==> config.mk <==
export PLATFORM = sky130hd
export DESIGN_NAME = i2c_stop_seq
export DESIGN_NICKNAME = d
export VERILOG_FILES = /design/src/rtl/i2c_stop_pkg.sv /design/src/rtl/i2c_line_sync.sv /design/src/rtl/i2c_stop_brg.sv /design/src/rtl/i2c_stop_seq.sv
export SDC_FILE = /design/constraint.sdc
export NUM_CORES = 1
export LEC_CHECK = 0
export BUFFER_PORTS_ARGS = -buffer_cell sky130_fd_sc_hd__buf_2
export CAP_MARGIN = 20
export CORE_ASPECT_RATIO = 1.2
export CORE_MARGIN = 8
export CORE_UTILIZATION = 55
export DETAILED_ROUTE_END_ITERATION = 10
export PLACE_DENSITY = 0.81
export SYNTH_ARGS = -nofsm -noshare
export SYNTH_HDL_FRONTEND = slang
export SYNTH_SLANG_ARGS = --single-unit
==> constraint.sdc <==
create_clock -name clk -period 3.6 [get_ports clk]
set_input_delay 0.36 -clock clk [delete_from_list [all_inputs] [get_ports clk]]
set_output_delay 0.36 -clock clk [all_outputs]
set_load 0.05 [all_outputs]
==> src/rtl/i2c_stop_pkg.sv <==
package i2c_stop_pkg;
  typedef enum logic [2:0] {
    ST_IDLE,
    ST_PULL_SDA,   // both lines pulled, wait for SDA low seen
    ST_TIME_SCL,   // one period, then release SCL
    ST_WAIT_SCL,   // wait for SCL high seen (stretch tolerant)
    ST_TIME_SDA,   // one period, then release SDA
    ST_WAIT_SDA,   // wait for both lines high
    ST_TIME_DONE   // one period after stop seen
  } stop_state_e;
endpackage

==> src/rtl/i2c_line_sync.sv <==
module i2c_line_sync #(
  parameter int WIDTH  = 2,
  parameter int STAGES = 2
) (
  input  logic             clk,
  input  logic             rst,
  input  logic [WIDTH-1:0] din,
  output logic [WIDTH-1:0] dout
);
  for (genvar b = 0; b < WIDTH; b++) begin : g_bit
    logic [STAGES-1:0] sh;
    always_ff @(posedge clk) begin
      if (rst) sh <= '1;  // idle bus reads high
      else     sh <= {sh[STAGES-2:0], din[b]};
    end
    assign dout[b] = sh[STAGES-1];
  end
endmodule

==> src/rtl/i2c_stop_brg.sv <==
module i2c_stop_brg #(
  parameter int W = 8
) (
  input  logic         clk,
  input  logic         rst,
  input  logic         load,
  input  logic [W-1:0] reload,
  output logic         zero
);
  logic [W-1:0] cnt;
  always_ff @(posedge clk) begin
    if (rst)        cnt <= '0;
    else if (load)  cnt <= reload;
    else if (!zero) cnt <= cnt - 1'b1;
  end
  assign zero = (cnt == '0);
endmodule

==> src/rtl/i2c_stop_seq.sv <==
module i2c_stop_seq
  import i2c_stop_pkg::*;
#(
  parameter int BRG_W       = 8,
  parameter int DATA_W      = 8,
  parameter int SYNC_STAGES = 2
) (
  input  logic              clk,
  input  logic              rst,
  input  logic              stop_req,
  input  logic [BRG_W-1:0]  baud_reload,
  input  logic              scl_in,
  input  logic              sda_in,
  input  logic              buf_wr,
  input  logic [DATA_W-1:0] buf_wdata,
  input  logic              flag_clr,
  output logic              scl_pull,
  output logic              sda_pull,
  output logic              stop_busy,
  output logic              stop_seen,
  output logic              done_irq,
  output logic              wr_collide,
  output logic [DATA_W-1:0] buf_q
);
  localparam int NLINES = 2;

  stop_state_e       state;
  logic [NLINES-1:0] line_s;
  logic              scl_s, sda_s, brg_load, brg_zero;

  i2c_line_sync #(.WIDTH(NLINES), .STAGES(SYNC_STAGES)) u_sync (
    .clk(clk), .rst(rst), .din({scl_in, sda_in}), .dout(line_s)
  );
  assign scl_s = line_s[1];
  assign sda_s = line_s[0];

  i2c_stop_brg #(.W(BRG_W)) u_brg (
    .clk(clk), .rst(rst), .load(brg_load), .reload(baud_reload), .zero(brg_zero)
  );

  // The counter reloads only once the awaited line level is seen.
  always_comb begin
    case (state)
      ST_PULL_SDA: brg_load = !sda_s;
      ST_WAIT_SCL: brg_load = scl_s;
      ST_WAIT_SDA: brg_load = sda_s && scl_s;
      default:     brg_load = 1'b0;
    endcase
  end

  always_ff @(posedge clk) begin
    if (rst) begin
      state     <= ST_IDLE;
      scl_pull  <= 1'b0;
      sda_pull  <= 1'b0;
      stop_busy <= 1'b0;
      stop_seen <= 1'b0;
      done_irq  <= 1'b0;
    end else begin
      if (flag_clr) done_irq <= 1'b0;
      case (state)
        ST_IDLE: if (stop_req) begin
          state     <= ST_PULL_SDA;
          sda_pull  <= 1'b1;
          scl_pull  <= 1'b1;
          stop_busy <= 1'b1;
          stop_seen <= 1'b0;
        end
        ST_PULL_SDA: if (brg_load) state <= ST_TIME_SCL;
        ST_TIME_SCL: if (brg_zero) begin
          scl_pull <= 1'b0;
          state    <= ST_WAIT_SCL;
        end
        ST_WAIT_SCL: if (brg_load) state <= ST_TIME_SDA;
        ST_TIME_SDA: if (brg_zero) begin
          sda_pull <= 1'b0;
          state    <= ST_WAIT_SDA;
        end
        ST_WAIT_SDA: if (brg_load) begin
          stop_seen <= 1'b1;
          state     <= ST_TIME_DONE;
        end
        ST_TIME_DONE: if (brg_zero) begin
          stop_busy <= 1'b0;
          done_irq  <= 1'b1;
          state     <= ST_IDLE;
        end
        default: state <= ST_IDLE;
      endcase
    end
  end

  // Data buffer with collision guard
  always_ff @(posedge clk) begin
    if (rst) begin
      buf_q      <= '0;
      wr_collide <= 1'b0;
    end else begin
      if (flag_clr) wr_collide <= 1'b0;
      if (buf_wr) begin
        if (stop_busy) wr_collide <= 1'b1;
        else           buf_q      <= buf_wdata;
      end
    end
  end

  a_r3_scl_after_sda: assert property (@(posedge clk) disable iff (rst)
    $fell(scl_pull) |-> sda_pull);
  a_r4_sda_after_scl: assert property (@(posedge clk) disable iff (rst)
    $fell(sda_pull) |-> !scl_pull);
  a_r5_seen_needs_lines: assert property (@(posedge clk) disable iff (rst)
    $rose(stop_seen) |-> $past(sda_s && scl_s));
  a_r6_irq_ends_busy: assert property (@(posedge clk) disable iff (rst)
    $rose(done_irq) |-> !stop_busy && stop_seen);
  a_r7_hold_while_low: assert property (@(posedge clk) disable iff (rst)
    (state == ST_WAIT_SCL && !scl_s) |=> sda_pull);
  a_r8_write_dropped: assert property (@(posedge clk) disable iff (rst)
    (buf_wr && stop_busy) |=> wr_collide && $stable(buf_q));
endmodule

# Yosys cells after proc, flatten, opt, wreduce, memory -nomap -nowiden

Cells that the tools add are included.

Bits in registers: 29
Output and inout port bits: 14
Word-level logic and storage cells: 66

$add $sub $neg: 1
Equality and inequality tests: 14
Multiplexer cells: 25
Bitwise logic cells: 1
Reduce and logical (&&, ||, !) cells: 14

Operator list:

| operator                                         | number |
|---|---|
| two-way mux 3 bit                                | 7 |
| case mux 3 bit (7 select lines)                  | 1 |
| two-way mux 8 bit                                | 2 |
| inequality test 2 bit, second input constant     | 8 |
| AND reduction 3 bit                              | 4 |
| two-way mux 1 bit                                | 10 |
| == test 3 bit, second input constant             | 3 |
| zero test 8 bit                                  | 1 |
| case mux 1 bit (2 select lines)                  | 4 |
| nonzero test 2 bit                               | 4 |
| subtractor 8 x 1 -> 8 bit, second input constant | 1 |
| AND reduction 7 bit                              | 1 |
| == test 3 x 2 -> 1 bit, second input constant    | 2 |
| == test 3 x 1 -> 1 bit, second input constant    | 1 |
| zero test 3 bit                                  | 1 |
| case mux 1 bit (3 select lines)                  | 1 |
| AND reduction 2 bit                              | 1 |
| logical AND 1 bit                                | 1 |
| zero test 1 bit                                  | 1 |
| inverter 1 bit                                   | 1 |

# Logic depth before layout (Yosys ltp)

Gate-level depths: netlist (run 1).

Depth in word-level cells: 4
Gate-level depth with buffers: 6
Gate-level depth less buffers: 6

# Modules after synthesis

Synthesis (run 1) repeated with hierarchy kept, for this count alone.

Cell total of the unflattened synthesis: 152
Area total of the unflattened synthesis: 1396.3 sq um

Modules (own cells, without submodules):

| module        | instances | cells each | area each (sq um) | sequential area each (sq um) |
|---|---|---|---|---|
| i2c_stop_seq  | 1         | 85         | 797.0             | 340.3 |
| i2c_stop_brg  | 1         | 57         | 479.2             | 160.2 |
| i2c_line_sync | 1         | 10         | 120.1             | 80.1 |

# Worst setup path after synthesis (run 1)

OpenSTA, ideal clock, no wires.

Path kind: register to register
From: register u_brg.cnt[0]
To: register state[0]
Setup time: 0.086 ns
Arrival time: 1.376 ns
Data required time: 3.514 ns
Slack: 2.137 ns
Stages on the path, launching flop included: 7
Buffers on the path: 0
Cells stage by stage: dfxtp_1 inv_1 ha_1 nor3b_2 nand3b_1 a21o_1 a221oi_2

Longest elaborated chain between the ends: 3
Elaborated cells between the ends (all ways): 5

RTL lines:

| element                                  | line               | text |
|---|---|---|
| start, declared                          | i2c_stop_brg.sv:10 | `logic [W-1:0] cnt;` |
| start signal, assigned                   | i2c_stop_brg.sv:13 | `else if (load) cnt <= reload;` |
| start signal, assigned                   | i2c_stop_brg.sv:14 | `else if (!zero) cnt <= cnt - 1'b1;` |
| zero test 8 bit (*)                      | i2c_stop_brg.sv:16 | `assign zero = (cnt == '0);` |
| inequality test 2 bit (no source line)   | n/a                |  |
| AND reduction 7 bit (no source line) (*) | n/a                |  |
| end signal, assigned                     | i2c_stop_seq.sv:53 | `state <= ST_IDLE;` |
| end signal, assigned                     | i2c_stop_seq.sv:63 | `state <= ST_PULL_SDA;` |
| end signal, assigned                     | i2c_stop_seq.sv:69 | `ST_PULL_SDA: if (brg_load) state <= ST_TIME_SCL;` |
| end, declared                            | i2c_stop_seq.sv:27 | `stop_state_e state;` |

Mark *: on every way between the ends. The rest lies on a longest branch, timed or not.
A chain may end at the register's enable or synchronous reset.

# Worst setup path in the final report (run 1)

From: register state[1]
To: register u_brg.cnt[5]

Longest elaborated chain between the ends: 3
Elaborated cells between the ends (all ways): 6

RTL lines:

| element                                                                            | line               | text |
|---|---|---|
| == test 3 bit, or another cell as far along                                        | i2c_stop_seq.sv:43 | `case (state)` |
| case mux 1 bit (3 select lines) (*)                                                | i2c_stop_seq.sv:43 |  |
| inequality test 2 bit (no source line) / two-way mux 8 bit (equally long branches) | n/a                |  |

Marked as above.

==> results_dict.tcl, run 1 <==
set metrics [dict create \
    cts.sinks 29 \
    required_ps 3840 \
    drtIter0Drc 43 \
    grt-ovfl-total 0 \
    power.total_w 0.00131 \
    synth_cells 149 \
    dp_hpwl_mm 2.33 \
    routed_wl_mm 3.08 \
    cp.buffers_inverters 0 \
    fin_tns_setup_ps 0 \
    fin_util 0.672 \
    dr.pass1.iters 4 \
    drcViolationCount 0 \
    area_growth_pct 19.7 \
    switchingPower_w 0.000523 \
    wl_per_cell_um 14.1 \
    async_flop_share 0 \
    clock_path_buffers 2 \
    crit_slowest_cell "dfxtp_1" \
    viasPerCell 5.51 \
    p_seq_frac 0.369 \
    ys_ff_latch 29 \
    p_per_area_mw_per_mm2 796 \
    cts_root_buf "clkbuf_4" \
    synthTopCellsByArea "dfxtp_1 42%, mux2i_1 6.5%, a21oi_1 4.7%, nor2_1 4.1%, nand2_1 2.2%" \
    core-area_sq_mm 0.00245 \
    cts_tree "done" \
    p_leak_nw 0.748 \
    swShare 0.398 \
    p_clk_frac 0.209 \
    crit_family "compound AO/OA/AOI/OAI gates" \
    irDropWorstVdd_uv 403 \
    drv_slew 0 \
    fmax_mhz 569 \
    gp_congestion 0.900 \
    tightestPinTransition_ps 813 \
    drv_cap 0 \
    synth_nets 174 \
    hold_path.class "in2reg" \
    grt_pass1_vias 1215 \
    fin_crit_ps 1760 \
    grt_max_degree 33 \
    dr_total_vias 1201 \
    worstPathMaxFanout 15 \
    synth_edf_count 0 \
    synth_top_area_share 0.422 \
    start_kind "register" \
    start_util 0.561 \
    grt_usage 0.147 \
    internal-power_w 0.000789 \
    num_rows 20 \
    postCtsSetupRepairBufs 0 \
    cts_buffers 5 \
    clkLatencyLatePin_ps 320 \
    hold_violations 0 \
    clock_skew_ps 8.07 \
    synthesis.area_sq_mm 0.00138 \
    ys_warn_count 0 \
    antenna_found_initial 0 \
    holdBufCountCts 0 \
    seq_area_frac_synth 0.422 \
    cts_max_level 2 \
    io_buffers 36 \
    top_level_ports 37 \
    cp_cell_sequence "and3b_1 -> a211oi_2 -> o211ai_1 -> a21oi_1" \
    fin_crit_sh 0.488 \
    die_h_um 70.8 \
    ys_types 47 \
    die_w_um 61.7 \
    clkTransAtPathRegs_ps 90 \
    fin_nets 209 \
    synth_flop_cell "dfxtp_1" \
    post-place-cells 210 \
    cp_data_arrival_time_ps 2000 \
    ant_nets 0 \
    diodes 0 \
    status "finished, final reports clean" \
    endpoint_kind "register" \
    slowest_delay_ps 630 \
    yosys.area.top_type "dfxtp_1" \
    maxSlewHeadroom 0.457 \
    grt_pass1_wl_mm 5.00 \
    cts_resized 0 \
    layout.cells.non_filler 218 \
    synth.avg_cell_area_sq_um 9.24 \
    power_frac_comb 0.422 \
    grt_setup_unrepaired "no" \
    hold_slack_ps 211 \
    floorplan.die_area_sq_mm 0.00437 \
    setup_viol 0 \
    drive_above_1_share 0.286 \
    crit_type "reg2reg" \
]
## path summary, 6_finish.rpt
check / from / endpoint / slack, ps / cells after the start
worst max-delay path: state[1] / u_brg.cnt[5] / 1840 / 4
worst min-delay path: sda_in / u_sync.g_bit[0].sh[0] / 210 / 2
worst max register to register: state[1] / u_brg.cnt[5] / 1840 / 4
worst min register to register: u_sync.g_bit[0].sh[0] / u_sync.g_bit[0].sh[1] / 410 / 1
## area by class of cell
type / instances / area, sq um
Fill cell: 221 / 805
Multi-Input combinational cell: 105 / 734
Sequential cell: 29 / 581
Timing Repair Buffer: 36 / 180
Clock buffer: 7 / 55.1
Tap cell: 33 / 41.3
Clock inverter: 1 / 30.0
Inverter: 7 / 26.3
## power by group through the flow
| stage | clock network [W] | registers (W) | logic (W) |
|---|---|---|---|
| after floorplan | 0 | 0.000520 | 0.000406 |
| after global placement | 0 | 0.000482 | 0.000529 |
| after detailed placement | 0 | 0.000489 | 0.000551 |
| after CTS | 0.000281 | 0.000481 | 0.000553 |
| after global routing | 0.000294 | 0.000493 | 0.000611 |
| final | 0.000275 | 0.000484 | 0.000553 |
## kinds of logic after synthesis
| family | share of synthesized area |
|---|---|
| adder cells (fa/ha/maj) | 0.0182 |
| flip-flops | 0.422 |
| XOR/XNOR | 0.0191 |
| AND/OR/NAND/NOR | 0.252 |
| AO/OA/AOI/OAI | 0.179 |
| buffers and inverters | 0.0445 |
| multiplexers | 0.0655 |
## state kept, by name, summed over array words and instances, names as in the netlist
name	cells
u_brg.cnt	8
scl_pull	1
stop_busy	1
u_sync.g_bit.sh	4
wr_collide	1
stop_seen	1
state	3
done_irq	1
sda_pull	1
buf_q	8
## metal layers
metal / wire (um) / vias to the layer above / global-route usage
met5: 0 / - / 0
met4: 47 / 0 / 0.0711
met3: 187 / 5 / 0.0508
met2: 1570 / 36 / 0.243
met1: 1280 / 560 / 0.158
li1: - / 600 / -
## cells in the mapped netlist (all sizes together) (2+ instances only)
cell type,instances
o31ai,3
nor2,15
nand2b,2
xor2,2
mux2i,9
nand3b,3
clkbuf,4
a311oi,2
and2,3
a21oi,13
nand2,9
inv,7
dfxtp,29
ha,2
nand3,4
a211oi,2
nor2b,3
o21ai,2
buf,4
nor3b,3
nor3,5
or2,4
## through the flow
stage	instance area [sq um]	setup slack [ps]
after floorplan	1380	2140
after global placement	1560	1960
after detailed placement	1560	1880
after CTS	1650	1870
after global routing	1650	1720
final	1650	1840
## cell usage in the layout, fill, tap and decap left out, types with 2 or more instances in the layout
| cell type | Yosys | layout |
|---|---|---|
| a21oi_1 | 13 | 13 |
| a311oi_1 | 2 | 2 |
| and2_4 | 2 | 2 |
| buf_2 | 4 | 36 |
| clkbuf_4 | 0 | 5 |
| dfxtp_1 | 29 | 29 |
| ha_1 | 2 | 2 |
| inv_1 | 7 | 7 |
| mux2i_1 | 9 | 9 |
| nand2_1 | 8 | 8 |
| nand2b_1 | 2 | 2 |
| nand3_1 | 4 | 4 |
| nand3b_1 | 3 | 3 |
| nor2_1 | 15 | 15 |
| nor2b_1 | 3 | 3 |
| nor3_1 | 4 | 4 |
| nor3b_1 | 2 | 2 |
| o31ai_1 | 3 | 3 |
| or2_1 | 4 | 4 |
| xor2_1 | 2 | 2 |
No activity file was read; power rests on OpenSTA's default activity.
==> run 2: changes to the inputs <==
CORE_UTILIZATION = 46   (was 55)
PLACE_DENSITY = 0.72   (was 0.81)
clock period = 1.5 ns   (was 3.6 ns; I/O delays follow)
==> run 2 against run 1 <==
  * Total power increased to 2.8 times the previous value
  * Non-clock buffer count is 18 higher
  * Clock skew fell by 5.0 ps
  * Critical path depth is the same
  * Clock-buffer cell count unchanged
  * Sequential share of layout area decreased by 3.4 points
  * Combinational power grew to 3.2 times the previous value
  * Largest power group unchanged
==> results_dict.tcl, run 2 (synthesis gave the netlist of run 1 again) <==
set metrics [dict create \
    clkLatencyLatePin_ps 330 \
    cts_root_buf "clkbuf_4" \
    wl_per_cell_um 14.3 \
    crit_type "reg2reg" \
    diodes 0 \
    cts_buffers 5 \
    crit_slowest_cell "or4_4" \
    dp_hpwl_mm 2.36 \
    top_level_ports 37 \
    fin_tns_setup_ps 0 \
    core-area_sq_mm 0.00281 \
    grt_pass1_wl_mm 5.94 \
    grt_setup_unrepaired "yes" \
    fin_nets 227 \
    num_rows 21 \
    setup_viol 0 \
    hold_slack_ps 47.5 \
    grt_usage 0.146 \
    cts.sinks 29 \
    cts_tree "done" \
    clock_path_buffers 2 \
    area_growth_pct 35.8 \
    antenna_found_initial 0 \
    final_cell_mix "36 x buf_2, 23 x dfxtp_1, 14 x buf_4" \
    dr.pass1.iters 4 \
    grt_max_degree 33 \
    maxSlewHeadroom 0.631 \
    place_ws_ps -46.8 \
    viasPerCell 5.32 \
    fin_crit_ps 1450 \
    endpoint_kind "register" \
    startpoint "u_brg.cnt[0]" \
    worstPathMaxFanout 5 \
    hold_violations 0 \
    r2r-end "u_brg.cnt[5]" \
    reg2reg_depth 4 \
    ant_nets 0 \
    clock_skew_ps 3.05 \
    gp_congestion 0.810 \
    layout_commonest_cell "buf_2" \
    r2r_slack_ps 50 \
    clkTransAtPathRegs_ps 90 \
    p_per_area_mw_per_mm2 1930 \
    required_ps 1700 \
    floorplan.die_area_sq_mm 0.00501 \
    layout_setup_ws_ps 47.9 \
    start_kind "register" \
    drtIter0Drc 81 \
    drive_above_1_share 0.414 \
    rr_startpoint "u_brg.cnt[0]" \
    p_leak_nw 0.848 \
    min_from "baud_reload[0]" \
    drv_cap 0 \
    grt_pass1_vias 1346 \
    fin_crit_sh 0.968 \
    dr_total_vias 1261 \
    die_h_um 75.9 \
    drcViolationCount 0 \
    cp_data_arrival_time_ps 1650 \
    die_w_um 65.9 \
    cp_cell_sequence "or4_4 -> o21a_1 -> o211ai_1 -> a21oi_1" \
    fmax_mhz 689 \
    hold_path.class "in2reg" \
    irDropWorstVdd_uv 1170 \
    drv_slew 0 \
    tightestPinTransition_ps 553 \
    start_util 0.490 \
    routed_wl_mm 3.40 \
    slowest_delay_ps 520 \
    grt-ovfl-total 0 \
    io_buffers 36 \
    status "finished, final reports clean" \
    critPathCapture "u_brg.cnt[5]" \
    cts_max_level 2 \
    reg_top3 "buf_q x8, u_brg.cnt x8, u_sync.g_bit.sh x4" \
    fillers 238 \
]
-- run 2: how the worst min path moves through the flow --
stage | to | slack, ps | cells after the start
6_report | u_brg.cnt[0] | 50 | 3
5_1_grt | u_brg.cnt[2] | 30 | 3
4_1_cts | u_brg.cnt[0] | 30 | 3
3_5_place_dp | u_sync.g_bit[1].sh[0] | 330 | 2
3_3_place_gp | u_sync.g_bit[0].sh[0] | 330 | 2
2_1_floorplan | u_sync.g_bit[0].sh[0] | 250 | 1
-- run 2: metal layers --
| metal | GRT usage | share of wire |
|---|---|---|
| met1 | 0.169 | 0.43 |
| met4 | 0.0707 | 0.014 |
| met3 | 0.0588 | 0.062 |
| met5 | 0 | 0 |
| met2 | 0.225 | 0.49 |
-- run 2: critical path, delay by kind of cell, from the launching register on --
family | cells | cell delay [ps]
and+or+nand+nor | 1 | 520
AOI/OAI and AO/OA | 3 | 430
DFF | 1 | 370
-- run 2: repair_timing --
| action | CTS | global route |
|---|---|---|
| setup endpoints to repair | 6 | 14 |
| gates resized for setup | 2 | 24 |
| hold buffers | 2 | 0 |
| pin swaps | 0 | 8 |
| buffers inserted | 0 | 3 |
| endpoints found under the hold margin | 2 | 0 |
-- run 2: cell type report --
class	count	area [sq um]	share of cell area
inverters	7	28.8	0.0154
well taps	34	42.5	0.0228
clock inverters	1	30.0	0.0161
flip-flops and latches	29	596	0.319
repair buffers	54	328	0.175
multi-input cells	105	790	0.422
clock buffers	7	55.1	0.0295
-- run 2: per-stage QoR --
stage               cells  total power (W)  utilization  cell area [sq um]
floorplan             149          0.00222            -               1380
global placement      224          0.00259        0.591               1660
detailed placement    224          0.00264        0.591               1660
CTS                   234          0.00337        0.631               1770
global route          237          0.00385        0.665               1870
finish                237          0.00361        0.665               1870
-- run 2: where the power goes --
group	switching (W)	internal, W
sequential	0.000207	0.000955
clock	0.000287	0.000398
combinational	0.000904	0.000858
total	0.00140	0.00221
